$ cat src/rtl/arb_pkg.sv
package arb_pkg;

  typedef enum logic [1:0] {
    ST_IDLE = 2'd0,
    ST_REQ  = 2'd1,
    ST_OWN  = 2'd2
  } arb_state_e;

  // Three-wire claim rule: potential grant seen, strobe idle,
  // all size acknowledges idle, nobody else holding grant-acknowledge.
  function automatic logic claim_rule(input logic grant_n,
                                      input logic strobe_n,
                                      input logic sizes_idle,
                                      input logic other_gack_n);
    return (!grant_n) && strobe_n && sizes_idle && other_gack_n;
  endfunction

endpackage

$ cat src/rtl/arb_sync.sv
module arb_sync #(
  parameter int W      = 1,
  parameter int STAGES = 2,
  parameter logic [W-1:0] RST_VAL = '0
) (
  input  logic         clk,
  input  logic         rst,
  input  logic [W-1:0] d_i,
  output logic [W-1:0] q_o
);

  logic [W-1:0] stg [STAGES];

  for (genvar i = 0; i < STAGES; i++) begin : g_stage
    if (i == 0) begin : g_first
      always_ff @(posedge clk) begin
        if (rst) stg[i] <= RST_VAL;
        else     stg[i] <= d_i;
      end
    end else begin : g_next
      always_ff @(posedge clk) begin
        if (rst) stg[i] <= RST_VAL;
        else     stg[i] <= stg[i-1];
      end
    end
  end

  assign q_o = stg[STAGES-1];

endmodule

$ cat src/rtl/arb_qual.sv
module arb_qual #(
  parameter int ACK_W = 2
) (
  input  logic             grant_n_s,
  input  logic             strobe_n_s,
  input  logic [ACK_W-1:0] size_ack_n_s,
  input  logic             gack_n_s,
  output logic             claim_ok_o
);
  import arb_pkg::*;

  logic sizes_idle;
  assign sizes_idle = &size_ack_n_s;
  assign claim_ok_o = claim_rule(grant_n_s, strobe_n_s, sizes_idle, gack_n_s);

endmodule

$ cat src/rtl/arb_fsm.sv
module arb_fsm (
  input  logic clk,
  input  logic rst,
  input  logic mode_i,
  input  logic dma_req_i,
  input  logic dma_done_i,
  input  logic claim_ok_i,
  input  logic hold_ack_s_i,
  output logic req_n_o,
  output logic req_oe_o,
  output logic hold_o,
  output logic hold_oe_o,
  output logic gack_n_o,
  output logic gack_oe_o,
  output logic bus_owned_o
);
  import arb_pkg::*;

  arb_state_e state, nxt;
  logic       mode_q;
  logic       owned_q;

  // named events for the assertions
  logic claim_evt;
  logic release_evt;
  logic withdraw_evt;
  logic grant_seen;

  assign grant_seen   = mode_q ? claim_ok_i : hold_ack_s_i;
  assign claim_evt    = (state == ST_REQ) && dma_req_i && grant_seen;
  assign withdraw_evt = (state == ST_REQ) && !dma_req_i;
  assign release_evt  = (state == ST_OWN) && dma_done_i;

  always_comb begin
    nxt = state;
    unique case (state)
      ST_IDLE: if (dma_req_i)    nxt = ST_REQ;
      ST_REQ: begin
        if (withdraw_evt)        nxt = ST_IDLE;
        else if (claim_evt)      nxt = ST_OWN;
      end
      ST_OWN:  if (release_evt)  nxt = ST_IDLE;
      default:                   nxt = ST_IDLE;
    endcase
  end

  always_ff @(posedge clk) begin
    if (rst) begin
      state   <= ST_IDLE;
      mode_q  <= 1'b1;
      owned_q <= 1'b0;
    end else begin
      if (state == ST_IDLE) mode_q <= mode_i;
      state   <= nxt;
      owned_q <= (state == ST_OWN);
    end
  end

  assign req_oe_o    = (state == ST_REQ) && mode_q;
  assign req_n_o     = !req_oe_o;
  assign hold_oe_o   = !mode_q;
  assign hold_o      = !mode_q && (state != ST_IDLE);
  assign gack_oe_o   = mode_q && (state == ST_OWN);
  assign gack_n_o    = !gack_oe_o;
  assign bus_owned_o = owned_q && (state == ST_OWN);

  // no three-wire claim without the qualifier
  a_r4_claim_qualified: assert property (@(posedge clk) disable iff (rst)
    (state == ST_REQ && mode_q && !claim_ok_i) |=> (state != ST_OWN));

  // no two-wire claim without hold acknowledge
  a_r6_hold_needed: assert property (@(posedge clk) disable iff (rst)
    (state == ST_REQ && !mode_q && !hold_ack_s_i) |=> (state != ST_OWN));

  // done while owning gives the bus back
  a_r9_release: assert property (@(posedge clk) disable iff (rst)
    release_evt |=> (state == ST_IDLE && !gack_oe_o && !hold_o));

  // mode only moves in idle
  a_r10_mode_frozen: assert property (@(posedge clk) disable iff (rst)
    (state != ST_IDLE) |=> $stable(mode_q));

  // two-wire mode never touches grant-acknowledge
  a_r11_no_gack_mode0: assert property (@(posedge clk) disable iff (rst)
    !mode_q |-> (!gack_oe_o && gack_n_o));

  // a withdrawn request stops requesting
  a_r12_withdraw: assert property (@(posedge clk) disable iff (rst)
    withdraw_evt |=> (!req_oe_o && state == ST_IDLE));

  // request dropped once grant-acknowledge is driven
  a_r5_req_off_when_owned: assert property (@(posedge clk) disable iff (rst)
    gack_oe_o |-> !req_oe_o);

endmodule

$ cat src/rtl/bus_arb_front.sv
module bus_arb_front #(
  parameter int ACK_W       = 2,
  parameter int SYNC_STAGES = 2
) (
  input  logic             clk,
  input  logic             rst,
  input  logic             mode_i,
  input  logic             dma_req_i,
  input  logic             dma_done_i,
  input  logic             grant_n_i,
  input  logic             hold_ack_i,
  input  logic             strobe_n_i,
  input  logic [ACK_W-1:0] size_ack_n_i,
  input  logic             gack_n_i,
  output logic             req_n_o,
  output logic             req_oe_o,
  output logic             hold_o,
  output logic             hold_oe_o,
  output logic             gack_n_o,
  output logic             gack_oe_o,
  output logic             bus_owned_o
);

  localparam int SW = ACK_W + 4;
  localparam logic [SW-1:0] SYNC_IDLE = {1'b0, 1'b1, {ACK_W{1'b1}}, 1'b1, 1'b1};

  logic [SW-1:0]    raw_v, syn_v;
  logic             grant_n_s, strobe_n_s, gack_n_s, hold_ack_s;
  logic [ACK_W-1:0] size_ack_n_s;
  logic             claim_ok;

  assign raw_v = {hold_ack_i, gack_n_i, size_ack_n_i, strobe_n_i, grant_n_i};

  arb_sync #(.W(SW), .STAGES(SYNC_STAGES), .RST_VAL(SYNC_IDLE)) u_sync (
    .clk (clk),
    .rst (rst),
    .d_i (raw_v),
    .q_o (syn_v)
  );

  assign grant_n_s    = syn_v[0];
  assign strobe_n_s   = syn_v[1];
  assign size_ack_n_s = syn_v[ACK_W+1:2];
  assign gack_n_s     = syn_v[ACK_W+2];
  assign hold_ack_s   = syn_v[ACK_W+3];

  arb_qual #(.ACK_W(ACK_W)) u_qual (
    .grant_n_s    (grant_n_s),
    .strobe_n_s   (strobe_n_s),
    .size_ack_n_s (size_ack_n_s),
    .gack_n_s     (gack_n_s),
    .claim_ok_o   (claim_ok)
  );

  arb_fsm u_fsm (
    .clk          (clk),
    .rst          (rst),
    .mode_i       (mode_i),
    .dma_req_i    (dma_req_i),
    .dma_done_i   (dma_done_i),
    .claim_ok_i   (claim_ok),
    .hold_ack_s_i (hold_ack_s),
    .req_n_o      (req_n_o),
    .req_oe_o     (req_oe_o),
    .hold_o       (hold_o),
    .hold_oe_o    (hold_oe_o),
    .gack_n_o     (gack_n_o),
    .gack_oe_o    (gack_oe_o),
    .bus_owned_o  (bus_owned_o)
  );

  // ownership indication only follows an owned cycle
  a_r8_owned_late: assert property (@(posedge clk) disable iff (rst)
    $rose(bus_owned_o) |-> $past(gack_oe_o || (hold_o && hold_oe_o)));

  // request line only driven in three-wire mode and never with hold driven high
  a_r2_req_excl: assert property (@(posedge clk) disable iff (rst)
    req_oe_o |-> (!hold_oe_o && !req_n_o));

endmodule

$ cat config.mk
export PLATFORM = sky130hd
export DESIGN_NAME = bus_arb_front
export DESIGN_NICKNAME = d
export VERILOG_FILES = /design/src/rtl/arb_pkg.sv /design/src/rtl/arb_sync.sv /design/src/rtl/arb_qual.sv /design/src/rtl/arb_fsm.sv /design/src/rtl/bus_arb_front.sv
export SDC_FILE = /design/constraint.sdc
export NUM_CORES = 1
export LEC_CHECK = 0
export CAP_MARGIN = 10
export CORE_AREA = 4 4 41 43
export CTS_BUF_LIST = sky130_fd_sc_hd__clkbuf_4
export CTS_CLUSTER_SIZE = 14
export DETAILED_ROUTE_END_ITERATION = 12
export DIE_AREA = 0 0 45 47
export PLACE_DENSITY = 0.71
export SLEW_MARGIN = 20
export SYNTH_ARGS = -nofsm -noshare
export SYNTH_HDL_FRONTEND = slang
export SYNTH_SLANG_ARGS = --single-unit
$ cat constraint.sdc
create_clock -name clk -period 1.5 [get_ports clk]
set_input_delay 0.3 -clock clk [delete_from_list [all_inputs] [get_ports clk]]
set_output_delay 0.3 -clock clk [all_outputs]
set_load 0.05 [all_outputs]
==> results.yml, run 1 <==
clocking:
  clock_sinks: 16
  htreeDepth: 1
  clkSlewWorstSetupHoldPaths_ns: 0.09
  clockBufferDepth: 2
  cts_made_buffers: 3
  clock_latency_ns: 0.27
  tritoncts: "yes"
  hold_buffers: 0
  clock_tree.root_cell: "clkbuf_4"
global_routing:
  grt_pass1_wl_um: 1500
  grt_pass1_vias: 373
  grt_usage: 0.101
  grt_max_degree: 12
  grt_overflow: 0
  antenna_found_initial: 0
flow_run:
  maxCapViolations: 0
power_and_ir_drop:
  clock_power_share: 0.275
  peakVddDrop_uv: 574
  p_int_mw: 0.606
  swShare: 0.225
  p_per_area_mw_per_mm2: 904
  seq_power_share: 0.576
  pwr-share-comb: 0.149
  power.leakage_nw: 0.355
  p_sw_mw: 0.176
finish:
  seq_area_um2: 329
  area_growth_pct: 64.1
  multi_input_area_um2: 198
  final_cell_mix: "dfxtp_1, or2_2, clkdlybuf4s50_1, buf_12, buf_4"
  n_antenna_cell: 0
  fillers: 103
  drive_gt1_frac: 0.466
  final_common_cell: "dfxtp_1"
  fin_util: 0.664
  nNetsFinal: 85
route:
  vias_per_cell: 4.69
  routedWlPerCell_um: 10.8
  first_iter_violations: 11
  drc: 0
  drtAntennaViolNets: 0
  dr.pass1.iters: 4
  drt_wl_total_um: 949
  via_count: 413
synth:
  synthCells: 49
  synth_top_cell_by_area: "dfxtp_1"
  post_synth_instance_area_um2: 527
  synthesis.nets: 60
  synth-seq-cells: 16
  seq_area_frac_synth: 0.608
  syn-mean-instance-area_um2: 10.8
  synth_top_area_frac: 0.608
  yosys_warnings: 0
  synthDistinctLibCells: 17
  synth.area.top_cells: "dfxtp_1, or2_2, nor2b_1"
floorplan:
  row_count: 13
  start_util: 0.405
  die_h_um: 47
  die_w_um: 45
  die_area_mm2: 0.00212
  io_pins: 18
  core_area_mm2: 0.00130
sta:
  hold_viol: 0
  fin_setup_tns_ns: 0
  relSlewSlack: 0.762
  finalSetupViolCount: 0
  slew_violations: 0
  finClkSkew_ns: 0.00392
  min_period_over_period: 0.976
  rsz0062_at_grt: "yes"
  setup_ws_ns: 0.0359
  post-route-min-period_ns: 1.46
  worst_pin_slew_ns: 0.352
  fmax_mhz: 683
placed_design:
  place_ws_ns: 0.147
  numPortBuffers: 17
  dp_hpwl_um: 717
  gp_congestion: 0.670
worst_setup_path:
  crit_path_end_kind: "output pin"
  crit_family: "flip-flops"
  arrival_ns: 1.16
  worst-setup-path-type: "flop to output pin"
  critPathLaunchType: "flop"
  worst-path-buf-inv: 2
  worstPathMaxFanout: 5
  slowest_delay_ns: 0.36
  slowest_stage: "dfxtp_4"
  cp.required_ns: 1.20
  crit_chain: "nand3b_1, buf_4, buf_12"
status:
  status: "complete, no violations"
worst_hold_path:
  min_path_type: "flop to flop"
Yosys cell counts:
cell,number
a21o_2,1
or2_2,10
o21bai_1,1
dfxtp_1,16
and4b_1,1
nand3b_1,1
nor2b_1,3
nor4b_1,1
nor3_1,2
and2_1,1
clkbuf_1,1
nor2_1,3
a32o_2,1
inv_1,4
nand2_1,1
a2111oi_2,1
nand2b_1,1
cell families (layout without fill, tap and decap cells):
family	count (synthesis)	after routing	share of synthesized area
AND/OR/NAND/NOR	24	24	0.276
flip-flops	16	16	0.608
buffers and inverters	5	29	0.0356
AO/OA/AOI/OAI	4	4	0.0808
repair_timing:
| action | 4_1_cts | 5_1_grt |
|---|---|---|
| resized for setup | 1 | 4 |
| pin swaps | 0 | 1 |
| setup buffers | 1 | 1 |
| endpoints found under the setup margin | 3 | 3 |
stage by stage:
stage | hold slack (ns) | power (mW) | std cells | area [um2]
2_1_floorplan | 0.361 | 0.510 | 49 | 539
3_3_place_gp | 0.393 | 0.573 | 82 | 810
3_5_place_dp | 0.394 | 0.576 | 82 | 810
4_1_cts | 0.415 | 0.789 | 87 | 846
5_1_grt | 0.422 | 0.819 | 88 | 865
6_report | 0.413 | 0.782 | 88 | 865
state kept, by name, summed over array words and instances (netlist names):
signal and count:
u_sync.stg 12, u_fsm.owned_q 1, u_fsm.state 2, u_fsm.mode_q 1
area by class of cell:
type / count / area share
timing repair buffer: 21 / 0.313
clock buffer: 3 / 0.0260
sequential: 16 / 0.381
clock inverter: 1 / 0.00434
tap: 15 / 0.0217
inverter: 4 / 0.0260
multi-input combinational: 28 / 0.229
layer usage:
| metal | up-vias | global-route usage | wire (um) |
|---|---|---|---|
| li1 | 209 | - | - |
| met4 | 0 | 0.0702 | 15 |
| met1 | 185 | 0.0886 | 346 |
| met2 | 17 | 0.186 | 496 |
| met3 | 2 | 0.0421 | 89 |
| met5 | - | 0 | 0 |
worst paths after layout:
path	endpoint	cells after the start	slack, ns	startpoint
worst min register to register	u_sync.stg[1][1]	1	0.41	u_sync.stg[0][1]
worst min-delay path	u_sync.stg[1][1]	1	0.41	u_sync.stg[0][1]
worst max-delay path	req_n_o	3	0.04	u_fsm.state[1]
worst max register to register	u_fsm.state[0]	3	0.19	u_fsm.mode_q
power by group through the flow:
stage,combinational (mW),sequential [mW],clock [mW]
detailed placement,0.113,0.462,0
floorplan,0.0501,0.459,0
global placement,0.112,0.462,0
global route,0.123,0.453,0.243
finish,0.116,0.451,0.215
CTS,0.117,0.452,0.220
No activity file was read; power rests on OpenSTA's default activity.
==> run 2: changes to the inputs <==
PLACE_DENSITY = 0.69   (was 0.71)
SLEW_MARGIN = 40   (was 20)
==> run 2 against run 1 <==
- sequential share of layout area up 0.50 points
- core utilization is 0.87 points lower
- design area shrank 1.3%
- critical endpoint is now req_oe_o
==> results.yml, run 2 (synthesized netlist as in run 1, its figures left out) <==
sta:
  post-route-min-period_ns: 1.48
  worst_pin_slew_ns: 0.263
  fin_setup_tns_ns: 0
  min_period_over_period: 0.985
  slew_violations: 0
  relSlewSlack: 0.824
  hold_viol: 0
  fmax_mhz: 677
  finClkSkew_ns: 0.00714
  finalSetupViolCount: 0
  rsz0062_at_grt: "yes"
finish:
  largest_register_ffs: 12
  finalInstanceArea_um2: 853
  final_common_cell: "dfxtp_1"
  multi_input_area_um2: 198
  top_regs: "u_sync.stg: 12 flops, u_fsm.state: 2 flops"
  fillers: 101
  seq_area_um2: 329
  nNetsFinal: 84
  drive_gt1_frac: 0.465
  top_register: "u_sync.stg"
  final_cell_mix: "dfxtp_1, or2_2, clkdlybuf4s50_1, buf_12"
  area_growth_pct: 62.0
  n_antenna_cell: 0
route:
  routedWlPerCell_um: 9.84
  vias_per_cell: 4.59
  via_count: 395
  drc: 0
  first_iter_violations: 3
  dr.pass1.iters: 2
  drt_wl_total_um: 846
  drtAntennaViolNets: 0
placed_design:
  numPortBuffers: 17
  gp_congestion: 0.681
  dp_hpwl_um: 671
  dpl_cell_area_um2: 810
status:
  status: "complete, no violations"
worst_setup_path:
  worst-path-buf-inv: 2
  cp.required_ns: 1.20
  worst-setup-path-type: "flop to output pin"
  arrival_ns: 1.18
  crit_path_end_kind: "output pin"
  crit_chain: "nand3b_1, clkinvlp_4, buf_12"
  worstPathMaxFanout: 5
  crit_family: "flip-flops"
  slowest_stage: "dfxtp_4"
  slowest_delay_ns: 0.37
  critPathLaunchType: "flop"
global_routing:
  grt_max_degree: 12
  grt_usage: 0.0933
  grt_pass1_wl_um: 1320
  antenna_found_initial: 0
  grt_pass1_vias: 339
  grt_overflow: 0
power_and_ir_drop:
  swShare: 0.223
  totalPowerFinal_mw: 0.772
  clock_power_share: 0.271
  power.leakage_nw: 0.349
  seq_power_share: 0.583
  p_per_area_mw_per_mm2: 905
  p_int_mw: 0.600
  peakVddDrop_uv: 485
  pwr-share-comb: 0.146
  p_sw_mw: 0.172
flow_run:
  maxCapViolations: 0
floorplan:
  start_util: 0.405
  core_area_mm2: 0.00130
  die_h_um: 47
  row_count: 13
  io_pins: 18
  die_w_um: 45
  die_area_mm2: 0.00212
clocking:
  clock_latency_ns: 0.27
  tritoncts: "yes"
  clkSlewWorstSetupHoldPaths_ns: 0.09
  htreeDepth: 1
  clockBufferDepth: 2
  clock_tree.root_cell: "clkbuf_4"
  cts_made_buffers: 3
  clock_sinks: 16
worst_hold_path:
  min_path_type: "flop to flop"
[run 2: worst paths after layout]
| path | endpoint | cells past startpoint | start | slack [ns] |
|---|---|---|---|---|
| worst max-delay path | req_oe_o | 3 | u_fsm.state[1] | 0.02 |
| worst min-delay path | u_sync.stg[1][1] | 1 | u_sync.stg[0][1] | 0.41 |
| worst max register to register | u_fsm.state[0] | 3 | u_fsm.mode_q | 0.22 |
| worst min register to register | u_sync.stg[1][1] | 1 | u_sync.stg[0][1] | 0.41 |
[run 2: through the flow]
stage          hold WS (ns)  std cells  setup slack, ns   util
5_1_grt               0.419         86          -0.0175  0.656
3_3_place_gp          0.392         82            0.161  0.622
3_5_place_dp          0.393         82            0.149  0.622
6_report              0.410         86           0.0219  0.656
4_1_cts               0.409         86          0.00820  0.649
2_1_floorplan         0.361         49          -0.0960      -
[run 2: layout make-up]
| cell class | count | share of cell area |
|---|---|---|
| inverter | 4 | 0.0264 |
| multi-input combinational | 28 | 0.232 |
| sequential | 16 | 0.386 |
| tap | 15 | 0.0220 |
| timing repair buffer | 20 | 0.308 |
| clock buffer | 3 | 0.0264 |
[run 2: worst register-to-register path: cells and delay by family (launching register included)]
| kind | cells | cell delay, ns |
|---|---|---|
| simple gates | 1 | 0.20 |
| compound gates | 2 | 0.63 |
| flops | 1 | 0.35 |
[run 2: routing by layer]
metal,wire [um],share of wire,track usage,up-vias
met1,349,0.41,0.0935,172
met2,414,0.49,0.155,16
met5,0,0,0,-
li1,-,-,-,207
met3,82,0.097,0.0268,0
met4,0,0,0.0877,0
[run 2: repair_timing]
item / CTS / global route
pin swaps: 0 / 1
setup endpoints to repair: 3 / 4
hold buffers: 0 / 0
gates resized for setup: 2 / 3
setup buffers: 1 / 0
[run 2: power by group through the flow]
stage	clock (mW)	combinational, mW	sequential (mW)
floorplan	0	0.0501	0.459
global placement	0	0.112	0.462
detailed placement	0	0.113	0.462
CTS	0.216	0.114	0.450
global route	0.234	0.119	0.453
finish	0.209	0.113	0.450
==> run 3: changes to the inputs <==
DONT_BUFFER_PORTS = 1   (was unset)
PLACE_DENSITY = 0.52   (was 0.69)
==> run 3 against run 2 <==
- routed wire length rose by 0.47%
- register-to-register slack barely moved
- first-iteration DRC count rose by 67%
- critical path depth did not move
- clock-buffer cell count did not move
- sequential share of layout area rose by 11 points
- non-clock buffer count fell by 13
- cell count fell by 14%
- clock power rose by 8%
- total power fell by 3.8%
- critical endpoint is now gack_oe_o
==> results.yml, run 3 (synthesized netlist as in run 1, its figures left out) <==
sta:
  relSlewSlack: 0.829
  fmax_mhz: 690
  post-route-min-period_ns: 1.45
  finClkSkew_ns: 0.00167
  holdWs_ns: 0.0652
  slew_violations: 0
  rsz0062_at_grt: "yes"
  fin_setup_tns_ns: 0
  worst_pin_slew_ns: 0.256
  finalSetupViolCount: 0
  min_period_over_period: 0.966
  hold_viol: 0
  setup_ws_ns: 0.0503
power_and_ir_drop:
  power.leakage_nw: 0.273
  clock_power_share: 0.304
  p_sw_mw: 0.174
  seq_power_share: 0.607
  swShare: 0.234
  p_per_area_mw_per_mm2: 1130
  p_int_mw: 0.568
  pwr-share-comb: 0.088
  peakVddDrop_uv: 526
worst_setup_path:
  arrival_ns: 1.15
  rrSetupSlack_ns: 0.22
  crit_end: "gack_oe_o"
  crit_path_end_kind: "output pin"
  critPathLaunchType: "flop"
  r2r_start: "u_fsm.mode_q"
  worst-setup-path-type: "flop to output pin"
  cp.required_ns: 1.20
  crit_start: "u_fsm.state[1]"
  rr_endpoint: "u_fsm.state[0]"
  reg2reg_depth: 3
  worstPathMaxFanout: 7
finish:
  final_cell_mix: "dfxtp_1, or2_2, buf_4, nor2_1, clkbuf_4"
  area_growth_pct: 24.5
  drive_gt1_frac: 0.508
  final_common_cell: "dfxtp_1"
  fin_util: 0.504
  fillers: 131
  stdcell_count: 74
  nNetsFinal: 71
  multi_input_area_um2: 193
  largest_register_ffs: 12
  top_register: "u_sync.stg"
  seq_area_um2: 327
  top_regs: "u_sync.stg: 12 flops, u_fsm.state: 2 flops"
  n_antenna_cell: 0
clocking:
  htreeDepth: 1
  clock_sinks: 16
  tritoncts: "yes"
  clock_latency_ns: 0.28
  cts_made_buffers: 3
  clock_tree.root_cell: "clkbuf_4"
  hold_buffers: 0
  clkSlewWorstSetupHoldPaths_ns: 0.09
  clockBufferDepth: 2
global_routing:
  grt_pass1_vias: 323
  grt_pass1_wl_um: 1320
  antenna_found_initial: 0
  grt_max_degree: 18
  grt_overflow: 0
  grt_usage: 0.0934
floorplan:
  die_h_um: 47
  die_area_mm2: 0.00212
  io_pins: 18
  row_count: 13
  start_util: 0.405
  core_area_mm2: 0.00130
  die_w_um: 45
route:
  routedWlPerCell_um: 11.5
  drt_wl_total_um: 850
  drc: 0
  drtAntennaViolNets: 0
  first_iter_violations: 5
  vias_per_cell: 4.91
  dr.pass1.iters: 4
  via_count: 363
placed_design:
  numPortBuffers: 0
  place_ws_ns: 0.217
  gp_congestion: 0.771
  dpl.cell_count: 69
  dp_hpwl_um: 658
worst_hold_path:
  min-delay-start: "rst"
  min_path_type: "input pin to flop"
flow_run:
  maxCapViolations: 0
status:
  status: "complete, no violations"
## run 3: how the worst min path moves through the flow
stage | end | cells past startpoint | slack, ns
after global placement | u_fsm.state[0] | 1 | 0.36
after floorplan | u_fsm.state[0] | 1 | 0.36
after CTS | u_fsm.state[0] | 1 | 0.06
final | u_fsm.state[0] | 1 | 0.07
after detailed placement | u_fsm.state[0] | 1 | 0.37
after global routing | u_fsm.state[0] | 1 | 0.04
## run 3: timing repair
item	in CTS	in global routing
resized for setup	1	3
setup endpoints to repair	1	4
hold endpoints to repair	0	0
setup buffers	0	1
cloned	0	0
## run 3: power by group through the flow
| stage | Clock [mW] | Sequential (mW) | Combinational, mW |
|---|---|---|---|
| 3_3_place_gp | 0 | 0.462 | 0.0645 |
| 3_5_place_dp | 0 | 0.462 | 0.0661 |
| 6_report | 0.226 | 0.451 | 0.0655 |
| 5_1_grt | 0.254 | 0.453 | 0.0699 |
| 4_1_cts | 0.228 | 0.452 | 0.0661 |
| 2_1_floorplan | 0 | 0.459 | 0.0501 |
## run 3: area by class of cell
type | count | share of cell area
clock buffers | 3 | 0.0344
clock inverters | 1 | 0.00573
inverters | 4 | 0.0344
multi-input cells | 28 | 0.294
flip-flops and latches | 16 | 0.498
well taps | 15 | 0.0286
repair buffers | 7 | 0.105
## run 3: critical path, stage by stage, from the launching register on
cell	delay (ns)
dfxtp_4	0.37
nor2b_2	0.16
nand2_2	0.09
clkinvlp_4	0.24
## run 3: per-layer routing
layer | vias to the layer above | GRT usage | wire [um]
met4 | 0 | 0.105 | 10
met2 | 17 | 0.141 | 439
met1 | 164 | 0.0984 | 332
met3 | 2 | 0.0268 | 67
li1 | 180 | - | -
met5 | - | 0 | 0
## run 3: stage by stage
step	power (mW)	instance area [um2]
2_1_floorplan	0.510	539
3_3_place_gp	0.526	612
3_5_place_dp	0.528	612
4_1_cts	0.746	641
5_1_grt	0.778	656
6_report	0.742	656
